[src/rtl/intx_line_pkg.sv]
package intx_line_pkg;
   typedef enum logic [1:0] {
      ST_IDLE     = 2'd0,
      ST_ASSERTED = 2'd1,
      ST_PENDING  = 2'd2
   } line_state_e;

   localparam int MAX_FUNC = 8;
endpackage

[src/rtl/intx_permit.sv]
module intx_permit #(
   parameter bit MSI_GATE = 1'b1
) (
   input  logic intx_dis_i,
   input  logic msi_en_i,
   output logic permit_o
);
   generate
      if (MSI_GATE) begin : g_msi_gate
         assign permit_o = ~intx_dis_i & ~msi_en_i;
      end else begin : g_no_msi_gate
         logic unused_msi;
         assign unused_msi = msi_en_i;
         assign permit_o   = ~intx_dis_i;
      end
   endgenerate
endmodule

[src/rtl/intx_line_fsm.sv]
module intx_line_fsm
   import intx_line_pkg::*;
(
   input  logic clk,
   input  logic rst_n,
   input  logic req_i,
   input  logic permit_i,
   output logic intx_o,
   output logic sts_o
);
   line_state_e state_q, state_d;

   always_comb begin
      state_d = state_q;
      unique case (state_q)
         ST_IDLE: begin
            if (req_i) state_d = permit_i ? ST_ASSERTED : ST_PENDING;
         end
         ST_ASSERTED: begin
            if (!req_i)         state_d = ST_IDLE;
            else if (!permit_i) state_d = ST_PENDING;
         end
         ST_PENDING: begin
            if (!req_i)        state_d = ST_IDLE;
            else if (permit_i) state_d = ST_ASSERTED;
         end
         default: state_d = ST_IDLE;
      endcase
   end

   always_ff @(posedge clk or negedge rst_n) begin
      if (!rst_n) state_q <= ST_IDLE;
      else        state_q <= state_d;
   end

   assign intx_o = (state_q == ST_ASSERTED);
   assign sts_o  = (state_q != ST_IDLE);

   AST_RESET_IDLE: assert property (@(posedge clk) !rst_n |=> !sts_o);
   AST_GRANT_DRIVES: assert property (@(posedge clk) disable iff (!rst_n)
      (req_i && permit_i) |=> intx_o);
   AST_BLOCKED_HOLDS: assert property (@(posedge clk) disable iff (!rst_n)
      (req_i && !permit_i) |=> (!intx_o && sts_o));
   AST_DROP_CLEARS: assert property (@(posedge clk) disable iff (!rst_n)
      !req_i |=> (!intx_o && !sts_o));
   AST_PIN_IMPLIES_STS: assert property (@(posedge clk) disable iff (!rst_n)
      intx_o |-> sts_o);
endmodule

[src/rtl/intx_line_ctrl.sv]
module intx_line_ctrl
   import intx_line_pkg::*;
#(
   parameter int NUM_FUNC = 4,
   parameter bit MSI_GATE = 1'b1
) (
   input  logic                clk,
   input  logic                rst_n,
   input  logic [NUM_FUNC-1:0] req_i,
   input  logic [NUM_FUNC-1:0] intx_dis_i,
   input  logic [NUM_FUNC-1:0] msi_en_i,
   output logic [NUM_FUNC-1:0] intx_o,
   output logic [NUM_FUNC-1:0] int_sts_o
);
   localparam int FuncIdxW = (NUM_FUNC > 1) ? $clog2(NUM_FUNC) : 1;

   generate
      if (NUM_FUNC < 1 || NUM_FUNC > MAX_FUNC) begin : g_bad_count
         $error("intx_line_ctrl: NUM_FUNC out of range");
      end
      if (FuncIdxW > 3) begin : g_bad_width
         $error("intx_line_ctrl: function index too wide");
      end
   endgenerate

   logic [NUM_FUNC-1:0] permit;

   generate
      for (genvar f = 0; f < NUM_FUNC; f++) begin : g_func
         intx_permit #(.MSI_GATE(MSI_GATE)) u_permit (
            .intx_dis_i (intx_dis_i[f]),
            .msi_en_i   (msi_en_i[f]),
            .permit_o   (permit[f])
         );

         intx_line_fsm u_fsm (
            .clk      (clk),
            .rst_n    (rst_n),
            .req_i    (req_i[f]),
            .permit_i (permit[f]),
            .intx_o   (intx_o[f]),
            .sts_o    (int_sts_o[f])
         );

         AST_DIS_BLOCKS_PIN: assert property (@(posedge clk) disable iff (!rst_n)
            intx_dis_i[f] |=> !intx_o[f]);
      end
   endgenerate
endmodule

[config.mk]
export PLATFORM = sky130hd
export DESIGN_NAME = intx_line_ctrl
export DESIGN_NICKNAME = d
export VERILOG_FILES = /design/src/rtl/intx_line_pkg.sv /design/src/rtl/intx_permit.sv /design/src/rtl/intx_line_fsm.sv /design/src/rtl/intx_line_ctrl.sv
export SDC_FILE = /design/constraint.sdc
export NUM_CORES = 1
export LEC_CHECK = 0
export ABC_AREA = 1
export ABC_CLOCK_PERIOD_IN_PS = 850
export BUFFER_PORTS_ARGS = -buffer_cell sky130_fd_sc_hd__buf_2
export CORE_AREA = 2 2 39 41
export CTS_CLUSTER_DIAMETER = 60
export DETAILED_ROUTE_END_ITERATION = 8
export DIE_AREA = 0 0 41 43
export GPL_ROUTABILITY_DRIVEN = 1
export SLEW_MARGIN = 20
export SYNTH_ARGS = -nofsm -noshare
export SYNTH_HDL_FRONTEND = slang
export SYNTH_SLANG_ARGS = --single-unit
[constraint.sdc]
create_clock -name clk -period 0.85 [get_ports clk]
set_input_delay 0.0425 -clock clk [delete_from_list [all_inputs] [get_ports clk]]
set_output_delay 0.0425 -clock clk [all_outputs]
set_load 0.01 [all_outputs]
==> results of run 1 <==
-- worst max-delay path by stage --
stage / to / slack [ns] / cells past startpoint
global placement: int_sts_o[1] / 0.09 / 2
CTS: int_sts_o[2] / -0.19 / 2
finish: int_sts_o[0] / -0.18 / 2
detailed placement: int_sts_o[2] / 0.08 / 2
global route: int_sts_o[1] / -0.23 / 2
floorplan: int_sts_o[0] / 0.1 / 2
-- cell families (layout without fill, tap and decap cells) --
family	Yosys count	in the layout	synth area share [%]
buf+inv	20	45	24.1
flops	8	8	46.0
simple gates	32	32	29.9
-- through the flow --
step           hold WS [ns]  instances  area [um2]  setup WS (ns)  utilization [%]
3_5_place_dp         -0.111         89         500         0.0813             36.2
4_1_cts              0.0156         99         586         -0.192             42.3
3_3_place_gp         -0.105         89         500         0.0934             36.2
5_1_grt              0.0176        101         612         -0.233             44.2
6_report             0.0259        101         612         -0.180             44.2
2_1_floorplan        -0.253         60         435         0.0958                -
-- power groups by stage --
stage / clock network (mW) / logic (mW) / registers (mW)
2_1_floorplan: 0 / 0.0916 / 0.419
3_3_place_gp: 0 / 0.123 / 0.421
3_5_place_dp: 0 / 0.125 / 0.423
4_1_cts: 0.299 / 0.153 / 0.416
5_1_grt: 0.320 / 0.188 / 0.417
6_report: 0.281 / 0.164 / 0.417
-- metal layers --
metal / vias to the layer above / share of wire (%) / global-route usage (%)
met3: 0 / 8.0 / 3.14
met1: 164 / 40 / 6.60
met2: 14 / 51 / 18.1
li1: 213 / - / -
met5: - / 0 / 0
met4: 0 / 0 / 6.00
-- worst max-delay path, stage by stage (launching register included) --
cell and delay, ns:
dfrtp_1 0.38, or2_1 0.22, buf_2 0.13
-- repair_timing --
action,CTS,global route
hold buffers,1,0
pin swaps,3,4
resized for setup,4,4
hold endpoints to repair,8,0
buffers inserted,6,2
setup endpoints to repair,8,12
-- layout make-up --
class / instances / area [um2] / share of cell area, %
sequential: 8 / 200 / 32.7
timing repair buffer: 30 / 186 / 30.5
multi-input combinational: 32 / 138 / 22.5
inverter: 12 / 45.0 / 7.36
clock buffer: 3 / 22.5 / 3.68
tap: 16 / 20.0 / 3.27
-- cells in the mapped netlist --
| cell type | n |
|---|---|
| dfrtp_1 | 8 |
| buf_4 | 8 |
| inv_1 | 12 |
| nor2_1 | 16 |
| or2_1 | 4 |
| nand2_1 | 12 |
==> flow_results.xml, run 1 <==
<?xml version="1.0" encoding="UTF-8"?>
<metrics>
  <group name="clock_tree">
    <metric name="root_buffer_master" unit="">clkbuf_4</metric>
    <metric name="cts.sink_count" unit="">8</metric>
    <metric name="worstSkewPairLatency" unit="ns">0.25</metric>
    <metric name="tritoncts.num_buffers" unit="">3</metric>
    <metric name="tritoncts" unit="">done</metric>
    <metric name="maximum_clock_insertion_buffer_count" unit="">2</metric>
    <metric name="clk_pin_slew_worst_paths" unit="ns">0.05</metric>
    <metric name="clock_tree.htree_level_count" unit="">1</metric>
  </group>
  <group name="sta">
    <metric name="finClkSkew" unit="ns">0.0000400</metric>
    <metric name="worstMarginPinSlew" unit="ns">0.170</metric>
    <metric name="timing.final.hold_violations" unit="">0</metric>
    <metric name="setup_tns" unit="ns">-1.24</metric>
    <metric name="max_clock_freq" unit="MHz">971</metric>
    <metric name="grt_setup_unrepaired" unit="">true</metric>
    <metric name="setup_viol" unit="">12</metric>
    <metric name="drv_slew" unit="">0</metric>
    <metric name="min_period_over_period" unit="%">121</metric>
    <metric name="post-route-min-period" unit="ns">1.03</metric>
    <metric name="setup_ws" unit="ns">-0.180</metric>
    <metric name="slew-limit-headroom" unit="%">88.6</metric>
  </group>
  <group name="logic_synthesis">
    <metric name="synthTopCellsByArea" unit="">dfrtp_1 46%, buf_4 14%, nor2_1 14%</metric>
    <metric name="synth-seq-cells" unit="">8</metric>
    <metric name="mean_instance_size_in_the_synthesized_netlist" unit="um2">7.26</metric>
    <metric name="synth_top_cell_area_share" unit="%">46.0</metric>
    <metric name="synth_area" unit="um2">435</metric>
    <metric name="synth-seq-area-share" unit="%">46.0</metric>
    <metric name="synth_largest_area_cell" unit="">dfrtp_1</metric>
    <metric name="synth-warning-count" unit="">0</metric>
    <metric name="syn-num-nets" unit="">74</metric>
    <metric name="synthesis.instances" unit="">60</metric>
    <metric name="synth_cell_types" unit="">6</metric>
  </group>
  <group name="finish">
    <metric name="fillers" unit="">162</metric>
    <metric name="design.final.nets" unit="">101</metric>
    <metric name="n_antenna_cell" unit="">0</metric>
    <metric name="post_route_cells_drive_above_1_share" unit="%">43.5</metric>
    <metric name="area.growth.synth_to_final" unit="%">40.5</metric>
    <metric name="most_common_cell_after_layout_fill_and_taps_aside" unit="">buf_2</metric>
    <metric name="layout.cells.most_common_list" unit="">21 x buf_2, 16 x nor2_1, 10 x inv_1, 9 x nand2_1, 8 x dfrtp_1</metric>
    <metric name="largestRegisters" unit="">g_func.u_fsm.state_q (8)</metric>
    <metric name="flip_flop_count_of_the_largest_register_after_layout" unit="">8</metric>
    <metric name="top_register" unit="">g_func.u_fsm.state_q</metric>
  </group>
  <group name="floorplan">
    <metric name="floorplan.rows" unit="">14</metric>
    <metric name="design.core.area" unit="mm2">0.00138</metric>
    <metric name="initial_core_util" unit="%">31.5</metric>
    <metric name="floorplan.io_pins" unit="">22</metric>
    <metric name="fp.dieW" unit="um">41</metric>
    <metric name="height_of_the_die" unit="um">43</metric>
    <metric name="floorplan.die_area" unit="mm2">0.00176</metric>
  </group>
  <group name="global_routing">
    <metric name="gr-usage-all-layers" unit="%">9.41</metric>
    <metric name="grt_start_max_net_pins" unit="">9</metric>
    <metric name="grt_antenna_before_repair" unit="">0</metric>
    <metric name="number_of_global_route_vias_before_repair" unit="">376</metric>
    <metric name="global_route_wire_length_before_repair" unit="um">1120</metric>
    <metric name="grt_overflow_total" unit="">0</metric>
  </group>
  <group name="routing">
    <metric name="drt-pass1-iter-count" unit="">3</metric>
    <metric name="dr_total_vias" unit="">391</metric>
    <metric name="vias_per_cell" unit="">3.87</metric>
    <metric name="wire_per_inst" unit="um">7.19</metric>
    <metric name="number_of_drc_violations_after_detailed_routing" unit="">0</metric>
    <metric name="totalWireLength" unit="um">726</metric>
    <metric name="drt_iter0_drc" unit="">3</metric>
    <metric name="route.antenna.remaining_nets" unit="">0</metric>
  </group>
  <group name="setup_path">
    <metric name="cp-start-kind" unit="">flop</metric>
    <metric name="critical_path_class" unit="">reg -&gt; out</metric>
    <metric name="timing.reg2reg.worst_path_depth" unit="">5</metric>
    <metric name="crit_arrival" unit="ns">0.99</metric>
    <metric name="crit-reg2reg-launch" unit="">g_func[1].u_fsm.state_q[1]$_DFFE_PN0P_</metric>
    <metric name="regToRegEndpoint" unit="">g_func[1].u_fsm.state_q[1]$_DFFE_PN0P_</metric>
    <metric name="crit_path_max_fanout" unit="">3</metric>
    <metric name="timing.reg2reg.setup_slack" unit="ns">-0.04</metric>
    <metric name="critical_path_launch_point" unit="">g_func[0].u_fsm.state_q[1]$_DFFE_PN0P_</metric>
    <metric name="timing.critical_path.to_type" unit="">output pin</metric>
    <metric name="cp.required" unit="ns">0.81</metric>
  </group>
  <group name="run">
    <metric name="cap_viol_max_count" unit="">0</metric>
  </group>
  <group name="run_status">
    <metric name="violations_in_the_final_reports" unit="">negative setup slack</metric>
    <metric name="status" unit="">complete, but fails checks</metric>
  </group>
  <group name="hold_path">
    <metric name="timing.hold.worst.class" unit="">in -&gt; reg</metric>
    <metric name="min_delay_path_depth" unit="">4</metric>
    <metric name="hold_start" unit="">msi_en_i[0]</metric>
    <metric name="min_to" unit="">g_func[0].u_fsm.state_q[0]$_DFFE_PN0P_</metric>
  </group>
  <group name="power">
    <metric name="power_per_cell_area" unit="mW/mm2">1410</metric>
    <metric name="post_layout_total_power" unit="mW">0.862</metric>
    <metric name="power_report.internal_total" unit="mW">0.655</metric>
    <metric name="switching_share" unit="%">24.0</metric>
    <metric name="pwr-share-clk" unit="%">32.6</metric>
    <metric name="leakage" unit="nW">0.376</metric>
    <metric name="power.net_switching" unit="mW">0.207</metric>
    <metric name="combinationalPowerShare" unit="%">19.0</metric>
    <metric name="vdd.ir_drop.worst" unit="mV">0.543</metric>
    <metric name="seqPwrFrac" unit="%">48.3</metric>
  </group>
  <group name="place">
    <metric name="post_detailed_placement_half_perimeter_wirelength" unit="um">544</metric>
    <metric name="port_buffers" unit="">21</metric>
    <metric name="place_congestion" unit="">0.583</metric>
  </group>
</metrics>
No activity file was read; power rests on OpenSTA's default activity.
==> run 2, diff against run 1 <==
GPL_ROUTABILITY_DRIVEN = not set   (was 1)
PLACE_DENSITY_LB_ADDON = 0.1   (was not set)
==> run 2 against run 1 <==
Effect of this change: register-to-register slack better by 0.11 ns; the flow still finishes with violations (negative setup slack); sequential power about the same; highest routed layer unchanged; via count down 7.2%; total power down 2.7%; critical path type unchanged; worst hold slack better by 0.0032 ns; utilization down 4.2 points; flip-flop and latch count unchanged; clock skew about the same; largest power group unchanged; non-clock buffer count down 6.
==> flow_results.xml, run 2 (synthesis gave the netlist of run 1 again) <==
<?xml version="1.0" encoding="UTF-8"?>
<metrics>
  <group name="finish">
    <metric name="largestRegisters" unit="">g_func.u_fsm.state_q (8)</metric>
    <metric name="post_route_cells_drive_above_1_share" unit="%">34.2</metric>
    <metric name="layout.cell_area.non_filler" unit="um2">554</metric>
    <metric name="multiInputGateArea" unit="um2">133</metric>
    <metric name="seqCellArea" unit="um2">200</metric>
    <metric name="flip_flop_count_of_the_largest_register_after_layout" unit="">8</metric>
    <metric name="top_register" unit="">g_func.u_fsm.state_q</metric>
    <metric name="layout.cells.most_common_list" unit="">21 x buf_2, 15 x nor2_1, 12 x inv_1, 12 x nand2_1, 8 x dfrtp_1</metric>
    <metric name="finalCoreUtilization" unit="%">40.1</metric>
    <metric name="layout.cells.non_filler" unit="">95</metric>
    <metric name="most_common_cell_after_layout_fill_and_taps_aside" unit="">buf_2</metric>
    <metric name="design.final.nets" unit="">95</metric>
    <metric name="n_antenna_cell" unit="">0</metric>
    <metric name="fillers" unit="">144</metric>
    <metric name="area.growth.synth_to_final" unit="%">27.3</metric>
  </group>
  <group name="routing">
    <metric name="number_of_drc_violations_after_detailed_routing" unit="">0</metric>
    <metric name="dr_total_vias" unit="">363</metric>
    <metric name="wire_per_inst" unit="um">6.76</metric>
    <metric name="totalWireLength" unit="um">642</metric>
    <metric name="vias_per_cell" unit="">3.82</metric>
    <metric name="drt_iter0_drc" unit="">6</metric>
    <metric name="drt-pass1-iter-count" unit="">3</metric>
    <metric name="route.antenna.remaining_nets" unit="">0</metric>
  </group>
  <group name="floorplan">
    <metric name="initial_core_util" unit="%">31.5</metric>
    <metric name="height_of_the_die" unit="um">43</metric>
    <metric name="fp.dieW" unit="um">41</metric>
    <metric name="design.core.area" unit="mm2">0.00138</metric>
    <metric name="floorplan.rows" unit="">14</metric>
    <metric name="floorplan.io_pins" unit="">22</metric>
    <metric name="floorplan.die_area" unit="mm2">0.00176</metric>
  </group>
  <group name="sta">
    <metric name="min_period_over_period" unit="%">121</metric>
    <metric name="drv_slew" unit="">0</metric>
    <metric name="setup_viol" unit="">8</metric>
    <metric name="grt_setup_unrepaired" unit="">true</metric>
    <metric name="slew-limit-headroom" unit="%">87.8</metric>
    <metric name="finalHoldWorstSlack" unit="ns">0.0292</metric>
    <metric name="finClkSkew" unit="ns">0.0000185</metric>
    <metric name="setup_ws" unit="ns">-0.182</metric>
    <metric name="post-route-min-period" unit="ns">1.03</metric>
    <metric name="timing.final.hold_violations" unit="">0</metric>
    <metric name="setup_tns" unit="ns">-0.956</metric>
    <metric name="worstMarginPinSlew" unit="ns">0.183</metric>
    <metric name="max_clock_freq" unit="MHz">969</metric>
  </group>
  <group name="setup_path">
    <metric name="timing.reg2reg.worst_path_depth" unit="">4</metric>
    <metric name="timing.reg2reg.setup_slack" unit="ns">0.07</metric>
    <metric name="timing.critical_path.to_type" unit="">output pin</metric>
    <metric name="crit_arrival" unit="ns">0.99</metric>
    <metric name="regToRegEndpoint" unit="">g_func[0].u_fsm.state_q[0]$_DFFE_PN0P_</metric>
    <metric name="critical_path_class" unit="">reg -&gt; out</metric>
    <metric name="cp.required" unit="ns">0.81</metric>
    <metric name="crit-reg2reg-launch" unit="">g_func[0].u_fsm.state_q[1]$_DFFE_PN0P_</metric>
    <metric name="crit_path_max_fanout" unit="">3</metric>
    <metric name="cp-start-kind" unit="">flop</metric>
  </group>
  <group name="clock_tree">
    <metric name="cts.sink_count" unit="">8</metric>
    <metric name="clk_pin_slew_worst_paths" unit="ns">0.05</metric>
    <metric name="tritoncts" unit="">done</metric>
    <metric name="root_buffer_master" unit="">clkbuf_4</metric>
    <metric name="clock_tree.htree_level_count" unit="">1</metric>
    <metric name="worstSkewPairLatency" unit="ns">0.25</metric>
    <metric name="maximum_clock_insertion_buffer_count" unit="">2</metric>
    <metric name="tritoncts.num_buffers" unit="">3</metric>
  </group>
  <group name="power">
    <metric name="power_per_cell_area" unit="mW/mm2">1510</metric>
    <metric name="vdd.ir_drop.worst" unit="mV">0.570</metric>
    <metric name="pwr-share-clk" unit="%">33.9</metric>
    <metric name="post_layout_total_power" unit="mW">0.838</metric>
    <metric name="switching_share" unit="%">24.1</metric>
    <metric name="power.net_switching" unit="mW">0.202</metric>
    <metric name="leakage" unit="nW">0.342</metric>
    <metric name="combinationalPowerShare" unit="%">16.7</metric>
    <metric name="power_report.internal_total" unit="mW">0.636</metric>
    <metric name="seqPwrFrac" unit="%">49.4</metric>
  </group>
  <group name="place">
    <metric name="numPlacedInstances" unit="">89</metric>
    <metric name="place_congestion" unit="">0.581</metric>
    <metric name="dp_slack" unit="ns">0.0813</metric>
    <metric name="port_buffers" unit="">21</metric>
    <metric name="post_detailed_placement_half_perimeter_wirelength" unit="um">534</metric>
    <metric name="placed_area" unit="um2">500</metric>
  </group>
  <group name="global_routing">
    <metric name="grt_overflow_total" unit="">0</metric>
    <metric name="gr-usage-all-layers" unit="%">8.92</metric>
    <metric name="global_route_wire_length_before_repair" unit="um">1040</metric>
    <metric name="grt_start_max_net_pins" unit="">9</metric>
    <metric name="grt_antenna_before_repair" unit="">0</metric>
    <metric name="number_of_global_route_vias_before_repair" unit="">312</metric>
  </group>
  <group name="hold_path">
    <metric name="min_to" unit="">g_func[2].u_fsm.state_q[0]$_DFFE_PN0P_</metric>
    <metric name="timing.hold.worst.class" unit="">in -&gt; reg</metric>
    <metric name="hold_start" unit="">msi_en_i[2]</metric>
    <metric name="min_delay_path_depth" unit="">4</metric>
  </group>
  <group name="run_status">
    <metric name="violations_in_the_final_reports" unit="">negative setup slack</metric>
    <metric name="status" unit="">complete, but fails checks</metric>
  </group>
  <group name="run">
    <metric name="cap_viol_max_count" unit="">0</metric>
  </group>
</metrics>
-- run 2: worst max-delay path by stage --
stage | startpoint | slack [ns] | end | cells past startpoint
after floorplan | g_func[0].u_fsm.state_q[0]$_DFFE_PN0P_ | 0.1 | int_sts_o[0] | 2
after global placement | g_func[1].u_fsm.state_q[0]$_DFFE_PN0P_ | 0.1 | int_sts_o[1] | 2
after detailed placement | g_func[0].u_fsm.state_q[0]$_DFFE_PN0P_ | 0.08 | int_sts_o[0] | 2
after CTS | g_func[0].u_fsm.state_q[0]$_DFFE_PN0P_ | -0.19 | int_sts_o[0] | 2
after global routing | g_func[2].u_fsm.state_q[0]$_DFFE_PN0P_ | -0.23 | int_sts_o[2] | 2
final | g_func[0].u_fsm.state_q[1]$_DFFE_PN0P_ | -0.18 | int_sts_o[0] | 2
-- run 2: repair_timing --
item                                   in CTS  in global routing
endpoints found under the hold margin       8                  0
setup endpoints to repair                   8                  8
pin swaps                                   2                  3
buffers inserted                            1                  1
hold buffers                                1                  0
gates resized for setup                     0                  2
-- run 2: power groups by stage --
stage	registers [mW]	logic (mW)	clock network, mW
after floorplan	0.419	0.0916	0
after global placement	0.421	0.123	0
after detailed placement	0.422	0.126	0
after CTS	0.414	0.135	0.303
after global routing	0.417	0.161	0.341
final	0.414	0.140	0.284
-- run 2: critical path, stage by stage (launching register included) --
cell	delay, ns
dfrtp_1	0.38
or2_1	0.22
buf_2	0.14
-- run 2: area by class of cell --
type / count / area share [%]
Sequential cell: 8 / 36.1
Timing Repair Buffer: 24 / 24.2
Multi-Input combinational cell: 32 / 23.9
Inverter: 12 / 8.13
Clock buffer: 3 / 4.06
Tap cell: 16 / 3.61
-- run 2: per-layer routing --
| metal | GRT usage, % | vias up | routed length [um] |
|---|---|---|---|
| met3 | 3.14 | 0 | 53 |
| met4 | 6.00 | 0 | 0 |
| met5 | 0 | - | 0 |
| met2 | 15.0 | 12 | 348 |
| met1 | 8.31 | 150 | 240 |
| li1 | - | 201 | - |
==> run 3, diff against run 2 <==
RECOVER_POWER = 100   (was not set)
==> run 3 against run 2 <==
Effect of this change: the run still ends with negative setup slack left; total power decreased by 0.74%; utilization decreased by 0.63 points; wire length decreased by 0.62%; non-clock buffer count unchanged; sequential share of layout area increased by 0.58 points; final cell count unchanged; critical endpoint unchanged; highest routed layer unchanged.
==> flow_results.xml, run 3 (synthesis gave the netlist of run 1 again) <==
<?xml version="1.0" encoding="UTF-8"?>
<metrics>
  <group name="hold_path">
    <metric name="timing.hold.worst.class" unit="">in -&gt; reg</metric>
  </group>
  <group name="place">
    <metric name="port_buffers" unit="">21</metric>
    <metric name="placed_area" unit="um2">500</metric>
    <metric name="post_detailed_placement_half_perimeter_wirelength" unit="um">534</metric>
    <metric name="place_congestion" unit="">0.581</metric>
  </group>
  <group name="global_routing">
    <metric name="grt_start_max_net_pins" unit="">9</metric>
    <metric name="number_of_global_route_vias_before_repair" unit="">312</metric>
    <metric name="grt_antenna_before_repair" unit="">0</metric>
    <metric name="grt_overflow_total" unit="">0</metric>
    <metric name="global_route_wire_length_before_repair" unit="um">1040</metric>
    <metric name="gr-usage-all-layers" unit="%">8.92</metric>
  </group>
  <group name="sta">
    <metric name="post-route-min-period" unit="ns">1.03</metric>
    <metric name="max_clock_freq" unit="MHz">969</metric>
    <metric name="finalHoldWorstSlack" unit="ns">0.0293</metric>
    <metric name="finClkSkew" unit="ns">0.0000185</metric>
    <metric name="grt_setup_unrepaired" unit="">true</metric>
    <metric name="slew-limit-headroom" unit="%">71.2</metric>
    <metric name="min_period_over_period" unit="%">121</metric>
    <metric name="timing.final.hold_violations" unit="">0</metric>
    <metric name="setup_viol" unit="">8</metric>
    <metric name="worstMarginPinSlew" unit="ns">0.432</metric>
    <metric name="setup_ws" unit="ns">-0.182</metric>
    <metric name="drv_slew" unit="">0</metric>
    <metric name="setup_tns" unit="ns">-0.941</metric>
  </group>
  <group name="floorplan">
    <metric name="floorplan.rows" unit="">14</metric>
    <metric name="fp.dieW" unit="um">41</metric>
    <metric name="design.core.area" unit="mm2">0.00138</metric>
    <metric name="initial_core_util" unit="%">31.5</metric>
    <metric name="floorplan.io_pins" unit="">22</metric>
    <metric name="height_of_the_die" unit="um">43</metric>
    <metric name="floorplan.die_area" unit="mm2">0.00176</metric>
  </group>
  <group name="finish">
    <metric name="multiInputGateArea" unit="um2">133</metric>
    <metric name="design.final.nets" unit="">95</metric>
    <metric name="layout.cells.most_common_list" unit="">20 x buf_2, 15 x nor2_1, 12 x inv_1, 12 x nand2_1, 8 x dfrtp_1</metric>
    <metric name="post_route_cells_drive_above_1_share" unit="%">31.6</metric>
    <metric name="seqCellArea" unit="um2">200</metric>
    <metric name="n_antenna_cell" unit="">0</metric>
    <metric name="flip_flop_count_of_the_largest_register_after_layout" unit="">8</metric>
    <metric name="most_common_cell_after_layout_fill_and_taps_aside" unit="">buf_2</metric>
    <metric name="fillers" unit="">143</metric>
    <metric name="layout.cell_area.non_filler" unit="um2">546</metric>
    <metric name="largestRegisters" unit="">g_func.u_fsm.state_q (8)</metric>
    <metric name="top_register" unit="">g_func.u_fsm.state_q</metric>
    <metric name="area.growth.synth_to_final" unit="%">25.3</metric>
    <metric name="finalCoreUtilization" unit="%">39.4</metric>
  </group>
  <group name="run_status">
    <metric name="violations_in_the_final_reports" unit="">negative setup slack</metric>
    <metric name="status" unit="">complete, but fails checks</metric>
  </group>
  <group name="setup_path">
    <metric name="crit_path_max_fanout" unit="">3</metric>
    <metric name="timing.critical_path.to_type" unit="">output pin</metric>
    <metric name="cp.required" unit="ns">0.81</metric>
    <metric name="cp-start-kind" unit="">flop</metric>
    <metric name="cell_by_cell_trace_of_the_critical_path" unit="">or2_1 -&gt; buf_2</metric>
    <metric name="slowest_cell_on_crit_path" unit="">dfrtp_1</metric>
    <metric name="crit_arrival" unit="ns">0.99</metric>
    <metric name="critical_path.max_stage_delay" unit="ns">0.38</metric>
    <metric name="critical_path_class" unit="">reg -&gt; out</metric>
  </group>
  <group name="clock_tree">
    <metric name="maximum_clock_insertion_buffer_count" unit="">2</metric>
    <metric name="tritoncts.num_buffers" unit="">3</metric>
    <metric name="cts.sink_count" unit="">8</metric>
    <metric name="clock_tree.htree_level_count" unit="">1</metric>
    <metric name="root_buffer_master" unit="">clkbuf_4</metric>
    <metric name="clk_pin_slew_worst_paths" unit="ns">0.05</metric>
    <metric name="tritoncts" unit="">done</metric>
    <metric name="worstSkewPairLatency" unit="ns">0.25</metric>
  </group>
  <group name="run">
    <metric name="cap_viol_max_count" unit="">0</metric>
  </group>
  <group name="power">
    <metric name="leakage" unit="nW">0.335</metric>
    <metric name="pwr-share-clk" unit="%">34.1</metric>
    <metric name="power_report.internal_total" unit="mW">0.631</metric>
    <metric name="power_per_cell_area" unit="mW/mm2">1530</metric>
    <metric name="vdd.ir_drop.worst" unit="mV">0.570</metric>
    <metric name="seqPwrFrac" unit="%">49.7</metric>
    <metric name="switching_share" unit="%">24.2</metric>
    <metric name="combinationalPowerShare" unit="%">16.2</metric>
    <metric name="power.net_switching" unit="mW">0.201</metric>
  </group>
  <group name="routing">
    <metric name="totalWireLength" unit="um">638</metric>
    <metric name="dr_total_vias" unit="">364</metric>
    <metric name="drt_iter0_drc" unit="">6</metric>
    <metric name="number_of_drc_violations_after_detailed_routing" unit="">0</metric>
    <metric name="vias_per_cell" unit="">3.83</metric>
    <metric name="wire_per_inst" unit="um">6.72</metric>
    <metric name="route.antenna.remaining_nets" unit="">0</metric>
    <metric name="drt-pass1-iter-count" unit="">3</metric>
  </group>
</metrics>
==> run 3: cell types whose count changed in the layout (fill, tap and decap cells not counted), sizes merged <==
cell | previous run | this run
buf | 23 | 21
clkbuf | 3 | 5
==> run 3: area by class of cell <==
type | instances | share of cell area [%]
multi-input cells | 32 | 24.3
repair buffers | 24 | 22.9
clock buffers | 3 | 4.13
inverters | 12 | 8.26
well taps | 16 | 3.67
flip-flops and latches | 8 | 36.7
==> run 3: final timing paths <==
path,start,cells past startpoint,to,slack (ns)
max,g_func[0].u_fsm.state_q[1]$_DFFE_PN0P_,2,int_sts_o[0],-0.18
min in group asynchronous,rst_n,2,g_func[2].u_fsm.state_q[1]$_DFFE_PN0P_,0.24
min,msi_en_i[2],4,g_func[2].u_fsm.state_q[0]$_DFFE_PN0P_,0.03
max in group asynchronous,rst_n,2,g_func[0].u_fsm.state_q[0]$_DFFE_PN0P_,0.31
min reg2reg,g_func[2].u_fsm.state_q[0]$_DFFE_PN0P_,3,g_func[2].u_fsm.state_q[1]$_DFFE_PN0P_,0.54
max reg2reg,g_func[0].u_fsm.state_q[1]$_DFFE_PN0P_,4,g_func[0].u_fsm.state_q[0]$_DFFE_PN0P_,0.07
==> run 3: power groups by stage <==
stage	combinational [mW]	sequential [mW]	clock, mW
after detailed placement	0.126	0.422	0
after floorplan	0.0916	0.419	0
after CTS	0.135	0.414	0.303
after global placement	0.123	0.421	0
after global routing	0.155	0.416	0.341
final	0.135	0.414	0.284
==> run 3: through the flow <==
| step | std cells | setup WS, ns | total power, mW |
|---|---|---|---|
| after floorplan | 60 | 0.0958 | 0.511 |
| after global placement | 89 | 0.0975 | 0.545 |
| after detailed placement | 89 | 0.0813 | 0.548 |
| after CTS | 94 | -0.193 | 0.852 |
| after global routing | 95 | -0.232 | 0.912 |
| final | 95 | -0.182 | 0.832 |
==> run 3: routing by layer <==
layer	part of all wire [%]	GRT usage [%]	up-vias
met5	0	0	-
li1	-	-	201
met2	54	15.0	12
met3	8.3	3.14	0
met4	0	6.00	0
met1	37	8.31	151
==> run 3: what timing repair did <==
action / in CTS / in global routing
hold buffers: 1 / 0
buffers inserted: 1 / 1
hold endpoints to repair: 8 / 0
resized for setup: 0 / 2
pin swaps: 2 / 3
setup endpoints to repair: 8 / 8
==> run 3: critical path, delay by kind of cell (launching register included) <==
kind / cells / cell delay [ns]
flip-flops: 1 / 0.38
buffers and inverters: 1 / 0.14
AND/OR/NAND/NOR: 1 / 0.22
